==> src/rtl/pkt_loop_pkg.sv <==
package pkt_loop_pkg;

    localparam int DATA_W = 32;
    localparam int CNT_W  = 16;

    typedef logic [DATA_W-1:0] word_t;
    typedef logic [CNT_W-1:0]  cnt_t;

    localparam word_t PAT_SALT = word_t'(32'h5A00_0000);

    typedef enum logic [1:0] {
        GEN_IDLE = 2'd0,
        GEN_SEND = 2'd1,
        GEN_DONE = 2'd2
    } gen_state_e;

    // Expected content of word idx of packet seq.
    function automatic word_t pat_word(input word_t seq, input word_t idx);
        word_t r;
        if (idx == '0) begin
            r = seq;
        end else begin
            r = ((seq << 8) | idx) ^ PAT_SALT;
        end
        return r;
    endfunction

    // Saturating counter step.
    function automatic cnt_t sat_inc(input cnt_t c, input logic en);
        cnt_t r;
        r = c;
        if (en && (c != '1)) begin
            r = c + cnt_t'(1);
        end
        return r;
    endfunction

endpackage

==> src/rtl/pkt_gen.sv <==
module pkt_gen
    import pkt_loop_pkg::*;
#(
    parameter int PKT_WORDS = 8,
    parameter int NUM_PKTS  = 100
) (
    input  logic  clk,
    input  logic  rst,
    input  logic  clr,
    input  logic  start,
    input  logic  link_up,
    input  logic  tx_ready,
    output logic  tx_valid,
    output logic  tx_sop,
    output logic  tx_eop,
    output word_t tx_data,
    output cnt_t  tx_sop_cnt,
    output cnt_t  tx_eop_cnt,
    output logic  gen_done
);

    localparam int PKT_W = $clog2(NUM_PKTS + 1);
    localparam int WRD_W = (PKT_WORDS > 1) ? $clog2(PKT_WORDS) : 1;
    localparam logic [PKT_W-1:0] LAST_PKT = PKT_W'(NUM_PKTS - 1);
    localparam logic [WRD_W-1:0] LAST_WRD = WRD_W'(PKT_WORDS - 1);

    gen_state_e       state;
    logic [PKT_W-1:0] pkt_idx;
    logic [WRD_W-1:0] wrd_idx;
    logic             beat;

    assign tx_valid = (state == GEN_SEND);
    assign tx_sop   = (wrd_idx == '0);
    assign tx_eop   = (wrd_idx == LAST_WRD);
    assign tx_data  = pat_word(word_t'(pkt_idx), word_t'(wrd_idx));
    assign beat     = tx_valid && tx_ready;
    assign gen_done = (state == GEN_DONE);

    always_ff @(posedge clk) begin
        if (rst || clr) begin
            state   <= GEN_IDLE;
            pkt_idx <= '0;
            wrd_idx <= '0;
        end else begin
            case (state)
                GEN_IDLE: begin
                    if (start && link_up) begin
                        state <= GEN_SEND;
                    end
                end
                GEN_SEND: begin
                    if (beat) begin
                        if (wrd_idx == LAST_WRD) begin
                            wrd_idx <= '0;
                            if (pkt_idx == LAST_PKT) begin
                                state <= GEN_DONE;
                            end else begin
                                pkt_idx <= pkt_idx + 1'b1;
                            end
                        end else begin
                            wrd_idx <= wrd_idx + 1'b1;
                        end
                    end
                end
                default: state <= state;
            endcase
        end
    end

    always_ff @(posedge clk) begin
        if (rst || clr) begin
            tx_sop_cnt <= '0;
            tx_eop_cnt <= '0;
        end else begin
            tx_sop_cnt <= sat_inc(tx_sop_cnt, beat && tx_sop);
            tx_eop_cnt <= sat_inc(tx_eop_cnt, beat && tx_eop);
        end
    end

    AST_TX_HOLD: assert property (@(posedge clk) disable iff (rst || clr)
        (tx_valid && !tx_ready) |=> (tx_valid && $stable(tx_data) && $stable(tx_sop) && $stable(tx_eop)))
        else $error("transmit word changed while stalled");

    AST_START_GATE: assert property (@(posedge clk) disable iff (rst || clr)
        $rose(tx_valid) |-> $past(start && link_up))
        else $error("transmit began without an accepted start");

    AST_DONE_QUIET: assert property (@(posedge clk) disable iff (rst || clr)
        gen_done |=> (gen_done && !tx_valid))
        else $error("generator left done state without clear");

endmodule

==> src/rtl/pkt_chk.sv <==
module pkt_chk
    import pkt_loop_pkg::*;
(
    input  logic  clk,
    input  logic  rst,
    input  logic  clr,
    input  logic  rx_valid,
    input  logic  rx_sop,
    input  logic  rx_eop,
    input  word_t rx_data,
    output cnt_t  rx_sop_cnt,
    output cnt_t  rx_eop_cnt,
    output cnt_t  seq_err_cnt,
    output cnt_t  data_err_cnt
);

    word_t exp_seq;   // sequence number the next start word must carry
    word_t cur_seq;   // expected sequence number of the packet in flight
    word_t rx_idx;    // word position since the last start marker
    logic  seq_bad;
    logic  data_bad;

    assign seq_bad  = rx_valid && rx_sop && (rx_data != exp_seq);
    assign data_bad = rx_valid && !rx_sop && (rx_data != pat_word(cur_seq, rx_idx));

    always_ff @(posedge clk) begin
        if (rst || clr) begin
            exp_seq <= '0;
            cur_seq <= '0;
            rx_idx  <= '0;
        end else if (rx_valid) begin
            if (rx_sop) begin
                cur_seq <= exp_seq;
                exp_seq <= exp_seq + word_t'(1);
                rx_idx  <= word_t'(1);
            end else begin
                rx_idx  <= rx_idx + word_t'(1);
            end
        end
    end

    always_ff @(posedge clk) begin
        if (rst || clr) begin
            rx_sop_cnt   <= '0;
            rx_eop_cnt   <= '0;
            seq_err_cnt  <= '0;
            data_err_cnt <= '0;
        end else begin
            rx_sop_cnt   <= sat_inc(rx_sop_cnt, rx_valid && rx_sop);
            rx_eop_cnt   <= sat_inc(rx_eop_cnt, rx_valid && rx_eop);
            seq_err_cnt  <= sat_inc(seq_err_cnt, seq_bad);
            data_err_cnt <= sat_inc(data_err_cnt, data_bad);
        end
    end

    AST_RX_SOP_COUNT: assert property (@(posedge clk) disable iff (rst)
        (!clr && rx_valid && rx_sop && (rx_sop_cnt != '1)) |=> (rx_sop_cnt == $past(rx_sop_cnt) + cnt_t'(1)))
        else $error("receive start marker not counted");

    AST_SEQ_STEP: assert property (@(posedge clk) disable iff (rst)
        !clr |=> ((seq_err_cnt == $past(seq_err_cnt)) || (seq_err_cnt == $past(seq_err_cnt) + cnt_t'(1))))
        else $error("sequence error count jumped");

    AST_DATA_STEP: assert property (@(posedge clk) disable iff (rst)
        !clr |=> ((data_err_cnt == $past(data_err_cnt)) || (data_err_cnt == $past(data_err_cnt) + cnt_t'(1))))
        else $error("payload error count jumped");

endmodule

==> src/rtl/pkt_judge.sv <==
module pkt_judge
    import pkt_loop_pkg::*;
#(
    parameter int NUM_PKTS = 100
) (
    input  logic clk,
    input  logic rst,
    input  logic clr,
    input  logic crc_err,
    input  logic gen_done,
    input  cnt_t tx_sop_cnt,
    input  cnt_t tx_eop_cnt,
    input  cnt_t rx_sop_cnt,
    input  cnt_t rx_eop_cnt,
    input  cnt_t seq_err_cnt,
    input  cnt_t data_err_cnt,
    output cnt_t crc_err_cnt,
    output logic pass
);

    localparam cnt_t TARGET = cnt_t'(NUM_PKTS);

    logic counts_match;
    logic no_errors;

    assign counts_match = (tx_sop_cnt == rx_sop_cnt) && (tx_eop_cnt == rx_eop_cnt)
                       && (rx_sop_cnt == TARGET) && (rx_eop_cnt == TARGET);
    assign no_errors    = (seq_err_cnt == '0) && (data_err_cnt == '0) && (crc_err_cnt == '0);

    always_ff @(posedge clk) begin
        if (rst || clr) begin
            crc_err_cnt <= '0;
            pass        <= 1'b0;
        end else begin
            crc_err_cnt <= sat_inc(crc_err_cnt, crc_err);
            pass        <= gen_done && counts_match && no_errors;
        end
    end

    AST_CRC_COUNT: assert property (@(posedge clk) disable iff (rst)
        (!clr && crc_err && (crc_err_cnt != '1)) |=> (crc_err_cnt == $past(crc_err_cnt) + cnt_t'(1)))
        else $error("CRC pulse not counted");

    AST_PASS_DONE: assert property (@(posedge clk) disable iff (rst || clr)
        pass |-> gen_done)
        else $error("pass without finished generator");

    AST_PASS_CLEAN: assert property (@(posedge clk) disable iff (rst || clr)
        $rose(pass) |-> ($past(seq_err_cnt) == '0 && $past(data_err_cnt) == '0 && $past(crc_err_cnt) == '0))
        else $error("pass raised with errors counted");

endmodule

==> src/rtl/pkt_loop_tester.sv <==
module pkt_loop_tester
    import pkt_loop_pkg::*;
#(
    parameter int PKT_WORDS = 8,
    parameter int NUM_PKTS  = 100
) (
    input  logic        clk,
    input  logic        rst,
    input  logic        clr,
    input  logic        start,
    input  logic        link_up,
    input  logic        crc_err,
    input  logic        tx_ready,
    output logic        tx_valid,
    output logic        tx_sop,
    output logic        tx_eop,
    output logic [31:0] tx_data,
    input  logic        rx_valid,
    input  logic        rx_sop,
    input  logic        rx_eop,
    input  logic [31:0] rx_data,
    output logic [15:0] tx_sop_cnt,
    output logic [15:0] tx_eop_cnt,
    output logic [15:0] rx_sop_cnt,
    output logic [15:0] rx_eop_cnt,
    output logic [15:0] seq_err_cnt,
    output logic [15:0] data_err_cnt,
    output logic [15:0] crc_err_cnt,
    output logic        gen_done,
    output logic        pass
);

    pkt_gen #(
        .PKT_WORDS (PKT_WORDS),
        .NUM_PKTS  (NUM_PKTS)
    ) u_gen (
        .clk        (clk),
        .rst        (rst),
        .clr        (clr),
        .start      (start),
        .link_up    (link_up),
        .tx_ready   (tx_ready),
        .tx_valid   (tx_valid),
        .tx_sop     (tx_sop),
        .tx_eop     (tx_eop),
        .tx_data    (tx_data),
        .tx_sop_cnt (tx_sop_cnt),
        .tx_eop_cnt (tx_eop_cnt),
        .gen_done   (gen_done)
    );

    pkt_chk u_chk (
        .clk          (clk),
        .rst          (rst),
        .clr          (clr),
        .rx_valid     (rx_valid),
        .rx_sop       (rx_sop),
        .rx_eop       (rx_eop),
        .rx_data      (rx_data),
        .rx_sop_cnt   (rx_sop_cnt),
        .rx_eop_cnt   (rx_eop_cnt),
        .seq_err_cnt  (seq_err_cnt),
        .data_err_cnt (data_err_cnt)
    );

    pkt_judge #(
        .NUM_PKTS (NUM_PKTS)
    ) u_judge (
        .clk          (clk),
        .rst          (rst),
        .clr          (clr),
        .crc_err      (crc_err),
        .gen_done     (gen_done),
        .tx_sop_cnt   (tx_sop_cnt),
        .tx_eop_cnt   (tx_eop_cnt),
        .rx_sop_cnt   (rx_sop_cnt),
        .rx_eop_cnt   (rx_eop_cnt),
        .seq_err_cnt  (seq_err_cnt),
        .data_err_cnt (data_err_cnt),
        .crc_err_cnt  (crc_err_cnt),
        .pass         (pass)
    );

endmodule

==> config.mk <==
export PLATFORM = sky130hd
export DESIGN_NAME = pkt_loop_tester
export DESIGN_NICKNAME = d
export VERILOG_FILES = /design/src/rtl/pkt_loop_pkg.sv /design/src/rtl/pkt_gen.sv /design/src/rtl/pkt_chk.sv /design/src/rtl/pkt_judge.sv /design/src/rtl/pkt_loop_tester.sv
export SDC_FILE = /design/constraint.sdc
export NUM_CORES = 1
export LEC_CHECK = 0
export ABC_CLOCK_PERIOD_IN_PS = 3800
export BUFFER_PORTS_ARGS = -buffer_cell sky130_fd_sc_hd__buf_4
export CORE_MARGIN = 5
export CORE_UTILIZATION = 44
export CTS_BUF_LIST = sky130_fd_sc_hd__clkbuf_8
export CTS_CLUSTER_SIZE = 16
export DETAILED_ROUTE_END_ITERATION = 12
export PLACE_DENSITY = 0.66
export SYNTH_ARGS = -nofsm -noshare
export SYNTH_HDL_FRONTEND = slang
export SYNTH_SLANG_ARGS = --single-unit
export TNS_END_PERCENT = 30
==> constraint.sdc <==
create_clock -name clk -period 3.8 [get_ports clk]
set_input_delay 0.19 -clock clk [delete_from_list [all_inputs] [get_ports clk]]
set_output_delay 0.19 -clock clk [all_outputs]
set_load 0.01 [all_outputs]
==> flow_metrics.tcl <==
set metrics [dict create \
    intPower_mw 3.94 \
    p_seq_share_pct 45.1 \
    p_sw_share_pct 23.7 \
    synth_area_mm2 0.0118 \
    cts_max_level 2 \
    setup_viol 0 \
    insertion_delay_ns 0.57 \
    path_delay_family "simple AND/OR/NAND/NOR gates" \
    slowest_delay_ns 0.62 \
    rsz0062_at_grt "no" \
    synth-warning-count 0 \
    arrival_ns 3.83 \
    synth_area_per_cell_um2 8.10 \
    power_mw 5.17 \
    switchingPower_mw 1.23 \
    ys.flop_type "dfxtp_1" \
    start_util_pct 44.9 \
    drcViolationCount 0 \
    cp-start-kind "flop" \
    cts.sinks 221 \
    synth.distinct_cells 66 \
    ys_seq_elements 221 \
    synth_cells 1454 \
    critical_path_required_ns 4.29 \
    layout-drive-gt1-share_pct 16.4 \
    drv_cap 0 \
    grt_util_all_layers_pct 23.1 \
    layout_commonest_cell "dfxtp_1" \
    async_flop_share_pct 0 \
    grt_pass1_wl_mm 57.0 \
    slew_viol_final 0 \
    cp.buffers_inverters 2 \
    final_nets 1693 \
    vias_per_cell 5.49 \
    die_y_um 174 \
    p_per_area_mw_per_mm2 362 \
    die_w_um 174 \
    path_class "flop to flop" \
    fin_crit_sh_pct 87.9 \
    grt_max_degree 179 \
    dieArea_mm2 0.0301 \
    timing.final.hold_violations 0 \
    power_frac_comb_pct 4.9 \
    n_antenna_cell 0 \
    clock_power_share_pct 50.0 \
    antenna_found_initial 0 \
    crit_chain "inv_1 > ha_1 > nor4b_4 > and4_4 > nand2_1 > a211oi_1 > a2111oi_2 > nand4_1 > nor4_4 > buf_4 > or4b_2 > a21oi_1" \
    place.gp.congestion 0.906 \
    synth_edf_count 0 \
    critical_path.max_fanout 21 \
    antenna_left 0 \
    overflow 0 \
    clock-skew-final_ns 0.0413 \
    io_buffers 176 \
    syn_to_final_growth_pct 21.4 \
    cpMaxStageDelayCell "or4b_2" \
    ir_drop_mv 0.253 \
    slew_headroom_pct 39.3 \
    tightest_slew_ns 0.902 \
    setup-tns-final_ns 0 \
    layout_common_cells "dfxtp_1, nor2_1, buf_4" \
    hold_class "input pin to flop" \
    hpwl_mm 26.5 \
    cts_root_buf "clkbuf_8" \
    fp-row-count 59 \
    drtPass1Iterations 5 \
    cts_setup_buffers 0 \
    vias 11000 \
    numCtsBuffers 40 \
    final_util_pct 54.5 \
    ys_seq_area_share_pct 37.6 \
    cts_tree "yes" \
    cts_max_path_buffers 3 \
    endpoint_kind "flop" \
    cts_resized 0 \
    fmax_ghz 0.299 \
    drt_iter0_markers 768 \
    grt_pass1_vias 10500 \
    clk_pin_slew_ns 0.06 \
    wl_mm 36.1 \
    leakage_nw 5.44 \
    io_pins 191 \
    core-area_mm2 0.0262 \
    final.min_clock_period_ns 3.34 \
    status "finished clean" \
    wl_per_cell_um 18.0 \
]
-- area by class of cell --
cell class | count | area (µm²)
fillers | 2477 | 11900
clock buffers | 53 | 729
multi-input cells | 1132 | 6860
well taps | 335 | 419
repair buffers | 195 | 1500
inverters | 42 | 158
clock inverters | 20 | 204
flip-flops and latches | 221 | 4420
-- what timing repair did --
item	CTS	global route
endpoints found under the hold margin	10	0
hold buffers	9	0
endpoints found under the setup margin	0	0
-- final timing paths --
kind / startpoint / end / slack, ns / cells past startpoint
min reg2reg: u_chk.cur_seq[26] / u_chk.cur_seq[26] / 0.46 / 2
min: tx_ready / u_gen.wrd_idx[2] / 0.04 / 4
max reg2reg: u_chk.rx_idx[0] / u_chk.data_err_cnt[13] / 0.46 / 12
max: u_chk.rx_idx[0] / u_chk.data_err_cnt[13] / 0.46 / 12
-- worst register-to-register path, stage by stage, from the launching register on --
cell	delay, ns
dfxtp_1	0.36
inv_1	0.10
ha_1	0.16
nor4b_4	0.27
and4_4	0.38
nand2_1	0.29
a211oi_1	0.35
a2111oi_2	0.10
nand4_1	0.18
nor4_4	0.07
buf_4	0.22
or4b_2	0.63
a21oi_1	0.17
-- logic make-up (layout without fill, tap and decap cells) --
kind of cell,after synthesis,after routing,share of synthesized area [%]
simple gates,700,700,30.3
flops,221,221,37.6
xor+xnor,207,207,15.4
compound gates,179,179,8.91
buf+inv,114,310,4.68
fa+ha+maj,19,19,2.02
mux,13,13,1.11
other cells,1,14,0.0319
-- through the flow --
step	hold WS (ns)	instance area (µm²)	cells	worst slack, ns
finish	0.0366	14300	1998	0.458
global route	0.0548	14300	1998	0.215
CTS	0.0139	14300	1998	0.452
detailed placement	0.450	13300	1916	0.470
global placement	0.445	13300	1916	0.508
floorplan	0.358	11800	1467	1.09
-- power by group through the flow --
stage	clock, mW	combinational, mW	sequential, mW
2_1_floorplan	0	0.147	2.38
3_3_place_gp	0	0.244	2.38
3_5_place_dp	0	0.243	2.38
4_1_cts	2.64	0.252	2.33
5_1_grt	2.77	0.273	2.33
6_report	2.59	0.254	2.33
-- synth_stat cells, types with 2 or more instances --
library cell	count	area [µm²]
and2_1	18	113
o41ai_1	2	17.5
xnor2_1	63	552
clkbuf_1	42	158
nor3_1	30	150
xor2_1	144	1260
inv_1	41	154
ha_1	19	238
nor2_1	192	721
buf_6	3	33.8
dfxtp_1	221	4420
or4_1	7	52.6
nor4_2	3	37.5
nor4_4	4	85.1
nand4_1	52	325
nor4_1	32	200
buf_2	4	20.0
o21ai_1	2	10.0
and4_1	15	131
nand2_1	170	638
a211oi_1	6	45.0
a41oi_1	2	17.5
a21oi_1	91	455
and3_1	30	188
or2_2	4	25.0
nor4b_1	6	52.6
buf_4	21	158
o31ai_1	5	37.5
o211a_1	4	40.0
or3_1	43	269
o22ai_1	6	37.5
a21o_1	2	15.0
a31oi_1	3	18.8
o21ai_0	40	200
mux2i_1	13	130
nand3_1	67	335
nand2b_1	10	62.6
nor3b_1	2	15.0
nor2b_1	4	25.0
o311a_1	4	40.0
a2111oi_0	2	17.5
-- registers in the layout, indices dropped and copies added (netlist names), 16 cells and up --
| signal | cells |
|---|---|
| u_chk.cur_seq | 32 |
| u_chk.seq_err_cnt | 16 |
| u_chk.rx_sop_cnt | 16 |
| u_judge.crc_err_cnt | 16 |
| u_chk.rx_eop_cnt | 16 |
| u_gen.tx_sop_cnt | 16 |
| u_gen.tx_eop_cnt | 16 |
| u_chk.data_err_cnt | 16 |
| u_chk.exp_seq | 32 |
| u_chk.rx_idx | 32 |
-- routing by layer --
metal / vias up / wire (µm) / track usage [%]
li1: 5364 / - / -
met1: 5116 / 14900 / 28.5
met2: 406 / 16800 / 38.0
met3: 88 / 3020 / 6.59
met4: 0 / 1370 / 9.51
met5: - / 0 / 0
No activity file was read; power rests on OpenSTA's default activity.
